$ cat config.mk
export PLATFORM = sky130hd
export DESIGN_NAME = phase_sequencer
export DESIGN_NICKNAME = d
export VERILOG_FILES = /design/src/rtl/phase_sequencer.sv
export SDC_FILE = /design/constraint.sdc
export NUM_CORES = 1
export LEC_CHECK = 0
export ABC_AREA = 1
export BUFFER_PORTS_ARGS = -buffer_cell sky130_fd_sc_hd__buf_2
export CAP_MARGIN = 30
export CORE_MARGIN = 2
export CORE_UTILIZATION = 40
export DETAILED_ROUTE_END_ITERATION = 16
export PLACE_DENSITY = 0.6
export SETUP_SLACK_MARGIN = 0.02
export SYNTH_ARGS = -nofsm -noshare
export SYNTH_HDL_FRONTEND = slang
export SYNTH_SLANG_ARGS = --single-unit
$ cat constraint.sdc
create_clock -name clk -period 2.4 [get_ports clk]
set_input_delay 0.24 -clock clk [delete_from_list [all_inputs] [get_ports clk]]
set_output_delay 0.24 -clock clk [all_outputs]
set_load 0.02 [all_outputs]
$ cat src/rtl/phase_sequencer.sv
module phase_sequencer #(
  parameter int unsigned DWELL_P0 = 1000,
  parameter int unsigned DWELL_P1 = 555,
  parameter int unsigned DWELL_P2 = 666,
  parameter int unsigned DWELL_P3 = 784
) (
  input  logic       clk,
  input  logic       rst,
  input  logic       en,
  output logic [1:0] phase_o,
  output logic       step_o
);

  localparam int unsigned MAX01 = (DWELL_P0 > DWELL_P1) ? DWELL_P0 : DWELL_P1;
  localparam int unsigned MAX23 = (DWELL_P2 > DWELL_P3) ? DWELL_P2 : DWELL_P3;
  localparam int unsigned MAXD  = (MAX01 > MAX23) ? MAX01 : MAX23;
  localparam int unsigned CW    = $clog2(MAXD + 1) + 1;

  localparam logic [CW-1:0] LOAD0 = CW'(DWELL_P0 - 1);
  localparam logic [CW-1:0] LOAD1 = CW'(DWELL_P1 - 1);
  localparam logic [CW-1:0] LOAD2 = CW'(DWELL_P2 - 1);
  localparam logic [CW-1:0] LOAD3 = CW'(DWELL_P3 - 1);

  logic [3:0]    st;
  logic [3:0]    st_nxt;
  logic [CW-1:0] cnt;
  logic [CW-1:0] cnt_load;
  logic [CW-1:0] cnt_dec;
  logic          done;
  logic          legal;

  assign cnt_dec = cnt - 1'b1;
  assign done    = cnt_dec[CW-1];
  assign legal   = $onehot(st);

  always_comb begin
    case (st)
      4'b0001: begin st_nxt = 4'b0010; cnt_load = LOAD1; end
      4'b0010: begin st_nxt = 4'b0100; cnt_load = LOAD2; end
      4'b0100: begin st_nxt = 4'b1000; cnt_load = LOAD3; end
      default: begin st_nxt = 4'b0001; cnt_load = LOAD0; end
    endcase
  end

  always_ff @(posedge clk) begin
    if (rst) begin
      st     <= 4'b0001;
      cnt    <= LOAD0;
      step_o <= 1'b0;
    end else begin
      step_o <= 1'b0;
      if (!legal) begin
        st  <= 4'b0001;
        cnt <= LOAD0;
      end else if (en) begin
        if (done) begin
          st     <= st_nxt;
          cnt    <= cnt_load;
          step_o <= 1'b1;
        end else begin
          cnt <= cnt_dec;
        end
      end
    end
  end

  assign phase_o = {st[3] | st[2], st[3] | st[1]};

endmodule


## Word level (Yosys, flattened, before mapping)

Index checks and enable logic that the tools add are counted.

- Input port bits: 3
- Register bits: 16
- Word-level logic and storage cells: 22
- Output and inout port bits: 3

- Bitwise operators: 4
- Add/sub/neg operators: 4
- Multiplexer cells: 4
- Reductions and logical operators: 3
- Equal/unequal tests: 4

Operators by type and width:

| cell | number |
|---|---|
| $pmux 9 s3 | 1 |
| $pmux 4 s3 | 1 |
| $mux 11 | 1 |
| $sub 11x1->11 const B | 1 |
| $add 1x1->2 | 2 |
| $eq 4x1->1 const B | 1 |
| $eq 4x2->1 const B | 1 |
| $eq 4x3->1 const B | 1 |
| $add 2x2->3 | 1 |
| $eq 3x1->1 const B | 1 |
| $reduce_or 3->1 | 1 |
| $not 1->1 | 2 |
| $or 1x1->1 | 2 |
| $reduce_and 2->1 | 1 |
| $reduce_or 2->1 | 1 |
| $mux 1 | 1 |

## Logic depth before layout (Yosys ltp)

Gate-level depths: netlist (run 1).

- Depth in word-level cells: 5
- Gate-level depth with buffers: 11
- Depth with buffers taken out: 10

## Worst setup path before layout (run 1)

OpenSTA, ideal clock, no wires.

- Path type: reg2reg
- From: register st[0]
- To: register st[3]
- Data arrival time: 2.031 ns
- Path slack: 0.298 ns
- Path buffers: 1
- Data required time: 2.329 ns
- Period minus slack after synthesis: 2.102 ns
- Setup time: 0.071 ns
- Stages on the path, launching flop included: 12
- Path through: dfxtp_1 inv_1 fa_1 inv_1 ha_1 ha_1 nor2_1 nand2_1 clkbuf_1 nor2_1 nand2_1 o21ai_1

- Word-level cells in the longest chain between the ends: 5
- Elaborated cells on any way between the ends: 9
- Those cells by class: 2 x add/sub; 4 x eq/ne; 1 x mux; 1 x bitwise; 1 x reduce/logical

Ends and longest elaborated chain:

| element | RTL line | source |
|---|---|---|
| from (decl) | 24 | `logic [3:0] st;` |
| from (signal assigned) | 57 | `st <= st_nxt;` |
| $add 1x1->2 (implied by the code) | 34 | `assign legal = $onehot(st);` |
| $add 2x2->3 (implied by the code) | 34 |  |
| $eq 3x1->1 | 34 |  |
| $not 1->1 (no source line) | - |  |
| $reduce_or 2->1 (no source line) | - |  |

Parallel ways exist; a longest one is shown, timed or not.
A chain may end at the register's enable or synchronous reset.

## Final worst setup path (run 1)

Ends and elaborated chain as after synthesis.

==> results of run 1 <==
## metrics by stage
stage	cell area, um2	utilization, %	total power, uW
2_1_floorplan	1010	-	305
5_1_grt	1090	44.9	476
4_1_cts	1080	44.4	460
3_5_place_dp	1050	43.3	315
6_report	1090	44.9	461
3_3_place_gp	1050	43.3	314
## flip-flops by register name, summed over array words and instances, names as in the netlist
name    cells
step_o      1
st          4
cnt        10
## placed cells by master, fill, tap and decap left out, drive strengths merged
cell / Yosys / final
nand2: 50 / 50
clkbuf: 1 / 4
o211ai: 1 / 1
nand3: 22 / 22
inv: 21 / 21
o22ai: 1 / 1
nand3b: 1 / 1
ha: 6 / 6
nor2: 19 / 19
a21oi: 9 / 9
xnor2: 1 / 1
o21ai: 4 / 4
fa: 1 / 1
dfxtp: 15 / 15
xor2: 2 / 2
buf: 2 / 5
## metal layers
metal / up-vias / GRT usage, %
li1: 505 / -
met1: 428 / 24.0
met2: 16 / 26.7
met3: 4 / 1.67
met4: 0 / 6.25
met5: - / 0
## critical path: cells and delay by family (launching register included)
family,cells,cell delay [ps]
adders and majority gates,3,1000
DFF,1,360
and+or+nand+nor,3,350
buffers and inverters,3,250
AOI/OAI and AO/OA,1,130
## path summary, 6_finish.rpt
check	from	endpoint	slack [ps]	cells past startpoint
worst max-delay path	st[0]	st[3]	240	10
worst min-delay path	en	cnt[6]	280	3
worst max register to register	st[0]	st[3]	240	10
worst min register to register	st[3]	st[3]	470	2
## timing repair
item | in CTS | in global routing
setup endpoints to repair | 0 | 12
hold buffers | 0 | 0
gates resized for setup | 0 | 4
buffers inserted | 0 | 0
## power groups by stage
stage | sequential (uW) | combinational (uW) | clock, uW
final | 265 | 45.4 | 151
after CTS | 264 | 44.4 | 151
after global placement | 270 | 44.1 | 0
after floorplan | 268 | 37.0 | 0
after detailed placement | 270 | 44.4 | 0
after global routing | 265 | 52.9 | 158
## cell families after synthesis
| logic type | after synthesis | synth area share [%] |
|---|---|---|
| xor gates and xnor gates | 3 | 2.61 |
| DFF | 15 | 29.8 |
| and+or+nand+nor | 92 | 40.9 |
| buffers and inverters | 24 | 9.44 |
| adders and majority gates | 7 | 9.44 |
| AOI/OAI and AO/OA | 15 | 7.83 |
## layout make-up
class	instances	area (um2)
multi-input combinational	117	624
timing repair buffer	5	25.0
tap	30	37.5
clock buffer	4	26.3
inverter	21	78.8
sequential	15	300
fill	265	1340
==> impl_metrics.toml, run 1 <==
[clock_tree]
cts.clk_slew.worst_paths_ps = 90
cts_tree = "built"
cts-root-buf = "clkbuf_4"
insertion_delay_ps = 290
cts_max_level = 1
clock_sinks = 15
cts_buffer_depth = 2
cts_buffers = 3

[sta]
max_freq_mhz = 463
relSlewSlack_pct = 73.9
tns_ps = 0
hold_viol = 0
tightest_slew_ps = 391
slew_violations = 0
worst_hold_slack_ps = 280
final-setup-viol-count = 0
min_period_ps = 2160
setup_ws_ps = 242
fin_crit_sh_pct = 89.9
clock_skew_ps = 2.76
rsz0062_at_grt = "no"

[synth]
yosysMostFrequentCell = "nand2_1"
yosys_warnings = 0
synth_cell_type_count = 22
synthCells = 156
synth_area_leaders = "dfxtp_1 30%, nand2_1 18%, nand3_1 11%, inv_1 7.8%, ha_1 7.5%"
synth-async-reset-ratio_pct = 0
ys.flop_type = "dfxtp_1"
synth_edf_count = 0
seq_area_frac_synth_pct = 29.8
synth_common_cells = "48 x nand2_1, 22 x nand3_1, 21 x inv_1"
synth_nets = 166
synth.cell_area_um2 = 1010
syn_area_per_cell_um2 = 6.46
synth_top_area_cell = "dfxtp_1"
synth_top_area_share_pct = 29.8
ys_ff_latch = 15

[die]
initial_utilization_pct = 41.4
dieWidth_um = 54.2
die-area_um2 = 2940
fp-row-count = 18
ios = 6
core-area_um2 = 2430
fp.dieH_um = 54.2

[placement]
dp_hpwl_um = 1650
gp_congestion = 0.814
port_buffers = 5
dp.cells = 188
post-place-ws_ps = 74.6

[pwr]
swShare_pct = 26.9
peakVddDrop_mv = 0.345
p_leak_uw = 0.000583
p_int_uw = 337
clockPowerShare_pct = 32.7
p_per_area_nw_per_um2 = 422
p_seq_share_pct = 57.4
power_frac_comb_pct = 9.9
power.net_switching_uw = 124

[cells_and_area]
drive_gt1_share_pct = 10.5
area_growth_pct = 8.45
diodes = 0
layout.cells.non_filler = 192
fin_nets = 173

[global_routing]
grt_max_degree = 12
grt_overflow = 0
antenna_found_initial = 0
grt_use_total_pct = 17.0
grt_pass1_wl_um = 3660
grt_pass1_vias = 868

[routing]
drt_wl_total_um = 2090
vias = 953
drcViolationCount = 0
ant_nets = 0
drt_first_pass_iters = 4
post_drt_wl_per_cell_um = 10.9
wl_met2_um = 889
avgViaCountPerCell = 4.96
wl_met3_um = 76
top_layer_used = "met4"
m1WireLength_um = 1090
first_iter_violations = 28

[setup_path]
worst_path_most_repeated_cell = "inv_1"
cp-start-kind = "flop"
worst_setup_path_end_kind = "flop"
slowest_stage = "fa_1"
max_stage_delay_ps = 530
critPathArrivalTime_ps = 2380
critPathRequiredTime_ps = 2620
worstSetupPathType = "reg2reg"
crit_fanout = 11
worstPathCellList = "inv_1, fa_1, inv_1, ha_1, ha_1, nor2_2, nand2_4, inv_1, nand2_1, o21ai_1"

[hold_path]
hold_path.class = "in2reg"

[status]
status = "finished, final reports clean"

[job]
drv_cap = 0
Power figures use the tool's default switching activity.
==> inputs of run 2 (changes only) <==
--- a/config.mk
+++ b/config.mk
@@ -6,7 +6,7 @@
 export NUM_CORES = 1
 export LEC_CHECK = 0
 export ABC_AREA = 1
-export BUFFER_PORTS_ARGS = -buffer_cell sky130_fd_sc_hd__buf_2
+export BUFFER_PORTS_ARGS = -buffer_cell sky130_fd_sc_hd__buf_4
 export CAP_MARGIN = 30
 export CORE_MARGIN = 2
 export CORE_UTILIZATION = 40
==> impl_metrics.toml, run 2 (synthesis results as in run 1) <==
[status]
status = "finished, final reports clean"

[routing]
drt_wl_total_um = 2160
drt_first_pass_iters = 4
avgViaCountPerCell = 5.17
drcViolationCount = 0
post_drt_wl_per_cell_um = 11.2
first_iter_violations = 22
vias = 992
ant_nets = 0

[setup_path]
critPathArrivalTime_ps = 2440
r2r_start = "st[0]"
r2r_end = "st[3]"
crit_end = "st[3]"
reg2reg_setup_slack_ps = 170
critPathRequiredTime_ps = 2610
startpoint = "st[0]"
worst_setup_path_end_kind = "flop"
crit_fanout = 11
cp-start-kind = "flop"
r2r_cells = 10
worstSetupPathType = "reg2reg"

[cells_and_area]
fin_nets = 173
diodes = 0
fill_cells = 254
drive_gt1_share_pct = 9.88
multi_input_area_um2 = 617
top_register = "cnt"
top_regs = "cnt: 10 flops, st: 4 flops, step_o: 1 flops"
final_common_cell = "nand2_1"
mostFrequentLayoutCells = "47 x nand2_1, 22 x nand3_1, 21 x inv_1, 15 x dfxtp_1, 14 x nor2_1"
largest_reg_flops = 10
area_growth_pct = 8.94
finalInstanceArea_um2 = 1100
seq_area_um2 = 300
fin_util_pct = 45.1

[hold_path]
hold_path.class = "in2reg"

[sta]
slew_violations = 0
min_period_ps = 2230
relSlewSlack_pct = 74.0
tns_ps = 0
rsz0062_at_grt = "no"
fin_crit_sh_pct = 92.7
final-setup-viol-count = 0
tightest_slew_ps = 390
clock_skew_ps = 3.70
hold_viol = 0
max_freq_mhz = 449

[placement]
gp_congestion = 0.835
dp_hpwl_um = 1660
placed_area_um2 = 1070
port_buffers = 5

[clock_tree]
cts.clk_slew.worst_paths_ps = 90
cts_buffers = 3
postCtsSetupRepairBufs = 0
cts_tree = "built"
clock_sinks = 15
cts_buffer_depth = 2
insertion_delay_ps = 280
cts-root-buf = "clkbuf_4"
cts_max_level = 1

[die]
die-area_um2 = 2940
initial_utilization_pct = 41.4
fp-row-count = 18
fp.dieH_um = 54.2
ios = 6
core-area_um2 = 2430
dieWidth_um = 54.2

[pwr]
peakVddDrop_mv = 0.344
p_per_area_nw_per_um2 = 413
p_leak_uw = 0.000582

[global_routing]
grt_overflow = 0
grt_max_degree = 12
grt_pass1_vias = 884
grt_pass1_wl_um = 3620
grt_use_total_pct = 17.0
antenna_found_initial = 0

[job]
drv_cap = 0
[run 2: cell count changes in the layout (fill, tap and decap cells not counted)]
cell     before  now
nor2_1       13   14
nand2_4       2    1
nand2_2       1    2
buf_2         5    0
buf_4         0    5
nor2_2        3    2
[run 2: worst min path at each step]
stage          cells past startpoint  slack [ps]   from  endpoint
2_1_floorplan                      2         430  st[3]     st[3]
3_3_place_gp                       2         450  st[3]     st[3]
3_5_place_dp                       2         460  st[3]     st[3]
4_1_cts                            3         240     en    cnt[1]
5_1_grt                            3         270     en    cnt[7]
6_report                           3         250     en    cnt[1]
[run 2: metal layers]
metal  share of wire (%)  vias up  global-route usage [%]
met5                   0        -                       0
li1                    -      503                       -
met1                  49      450                    22.7
met3                 5.8        6                    3.06
met2                  44       33                    26.3
met4                 1.7        0                    7.92
[run 2: layout make-up]
class / count / area share, %
clock buffer: 4 / 2.39
inverter: 21 / 7.18
multi-input combinational: 117 / 56.2
sequential: 15 / 27.4
tap: 30 / 3.42
timing repair buffer: 5 / 3.42
[run 2: per-stage QoR]
| stage | std cells | worst slack (ps) | hold slack (ps) | power, uW |
|---|---|---|---|---|
| global route | 192 | 11.8 | 267 | 476 |
| global placement | 188 | 131 | 449 | 315 |
| CTS | 192 | 70.9 | 242 | 456 |
| floorplan | 156 | 298 | 434 | 305 |
| detailed placement | 188 | 92.6 | 457 | 315 |
| finish | 192 | 175 | 247 | 453 |
[run 2: timing repair]
item / 4_1_cts / 5_1_grt
resized for setup: 0 / 2
setup endpoints to repair: 0 / 4
hold buffers: 0 / 0
[run 2: power breakdown]
part	internal, uW	switching, uW	total (uW)
clock network	64.4	78.2	143
registers	256	7.87	264
logic	16.4	29.6	46.0
total	337	116	453
[run 2: critical path, cell delays in order (launching register included)]
cell and delay, ps:
dfxtp_1 360, inv_1 100, fa_1 540, inv_1 40, ha_1 170, ha_1 290
nor2_1 130, nand2_2 170, inv_1 140, nand2_1 90, o21ai_1 140
==> inputs of run 3 (changes only) <==
--- a/config.mk
+++ b/config.mk
@@ -6,12 +6,12 @@
 export NUM_CORES = 1
 export LEC_CHECK = 0
 export ABC_AREA = 1
-export BUFFER_PORTS_ARGS = -buffer_cell sky130_fd_sc_hd__buf_4
 export CAP_MARGIN = 30
 export CORE_MARGIN = 2
 export CORE_UTILIZATION = 40
 export DETAILED_ROUTE_END_ITERATION = 16
-export PLACE_DENSITY = 0.6
+export DONT_BUFFER_PORTS = 1
+export PLACE_DENSITY = 0.58
 export SETUP_SLACK_MARGIN = 0.02
 export SYNTH_ARGS = -nofsm -noshare
 export SYNTH_HDL_FRONTEND = slang
==> impl_metrics.toml, run 3 (synthesis results as in run 1) <==
[setup_path]
cpLargestDelayFamily = "adder cells"
max_stage_delay_ps = 540
worstPathCellList = "inv_1, fa_1, inv_1, ha_1, ha_1, nor2_2, nand2_2, inv_2, nand2_1, o21ai_1"
critPathArrivalTime_ps = 2430
critPathRequiredTime_ps = 2620
slowest_stage = "fa_1"
worstSetupPathType = "reg2reg"
crit_fanout = 6
worst_setup_path_end_kind = "flop"
cp-start-kind = "flop"
worstSetupPathDepth = 10
path_buf_inv = 3
r2r_cells = 10

[placement]
port_buffers = 0
dp_hpwl_um = 1640
post-place-ws_ps = 102
gp_congestion = 0.836
dp.cells = 183

[routing]
post_drt_wl_per_cell_um = 12.0
vias = 952
first_iter_violations = 31
drt_first_pass_iters = 4
drcViolationCount = 0
avgViaCountPerCell = 5.06
drt_wl_total_um = 2260
ant_nets = 0

[job]
drv_cap = 0

[sta]
rsz0062_at_grt = "no"
setup_ws_ps = 183
relSlewSlack_pct = 74.1
clock_skew_ps = 0.633
hold_viol = 0
tightest_slew_ps = 388
fin_crit_sh_pct = 92.4
final-setup-viol-count = 0
tns_ps = 0
slew_violations = 0
max_freq_mhz = 451
worst_hold_slack_ps = 56.1
min_period_ps = 2220

[die]
fp.dieH_um = 54.2
ios = 6
initial_utilization_pct = 41.4
core-area_um2 = 2430
dieWidth_um = 54.2
die-area_um2 = 2940
fp-row-count = 18

[clock_tree]
cts_max_level = 1
cts.clk_slew.worst_paths_ps = 90
cts_hold_buf = 0
cts_tree = "built"
cts_buffer_depth = 2
cts-root-buf = "clkbuf_4"
clock_sinks = 15
insertion_delay_ps = 280
cts_buffers = 3
postCtsSetupRepairBufs = 0
cts.repair.resized = 0

[global_routing]
grt_pass1_wl_um = 3630
grt_pass1_vias = 829
grt_overflow = 0
grt_use_total_pct = 17.4
grt_max_degree = 12
antenna_found_initial = 0

[cells_and_area]
layout.cells.non_filler = 188
top_register = "cnt"
drive_gt1_share_pct = 8.23
area_growth_pct = 6.34
diodes = 0
largest_reg_flops = 10
top_regs = "cnt: 10 flops, st: 4 flops, step_o: 1 flops"
fill_cells = 270
mostFrequentLayoutCells = "48 x nand2_1, 22 x nand3_1, 20 x inv_1, 15 x dfxtp_1, 13 x nor2_1"
final_common_cell = "nand2_1"
fin_nets = 169

[pwr]
p_seq_share_pct = 58.4
peakVddDrop_mv = 0.229
power.net_switching_uw = 116
swShare_pct = 25.7
p_int_uw = 336
clockPowerShare_pct = 32.1
p_per_area_nw_per_um2 = 422
power_frac_comb_pct = 9.5
p_leak_uw = 0.000562

[hold_path]
min_delay_path_depth = 2
hold_path.class = "in2reg"

[status]
status = "finished, final reports clean"
[run 3: cell count changes in the layout (fill, tap and decap cells not counted), sizes merged]
cell   change
buf        -5
nand2      +1
[run 3: through the flow]
stage / utilization [%] / instance area, um2 / power (uW)
after floorplan: - / 1010 / 305
after CTS: 43.4 / 1050 / 454
after global placement: 42.3 / 1030 / 310
final: 44.0 / 1070 / 452
after detailed placement: 42.3 / 1030 / 310
after global routing: 44.0 / 1070 / 477
[run 3: power by group through the flow]
stage / clock, uW / combinational, uW / sequential (uW)
after CTS: 149 / 40.4 / 264
after global placement: 0 / 40.0 / 270
final: 145 / 42.8 / 264
after floorplan: 0 / 37.0 / 268
after global routing: 162 / 50.3 / 265
after detailed placement: 0 / 40.2 / 270
[run 3: per-layer routing]
metal	global-route usage [%]	wire length, um	up-vias
met3	3.61	106	4
met2	26.1	1030	23
met1	24.0	1100	428
met4	7.50	27	0
met5	0	0	-
li1	-	-	497
[run 3: layout make-up]
cell class	count	area, um2	share of cell area (%)
Tap cell	30	37.5	3.50
Clock buffer	4	26.3	2.45
Sequential cell	15	300	28.0
Inverter	21	78.8	7.36
Multi-Input combinational cell	118	628	58.6
[run 3: final timing paths]
| path | startpoint | endpoint | slack [ps] |
|---|---|---|---|
| max | st[0] | st[1] | 180 |
| min | en | cnt[1] | 60 |
| max reg2reg | st[0] | st[1] | 180 |
| min reg2reg | st[3] | st[3] | 470 |
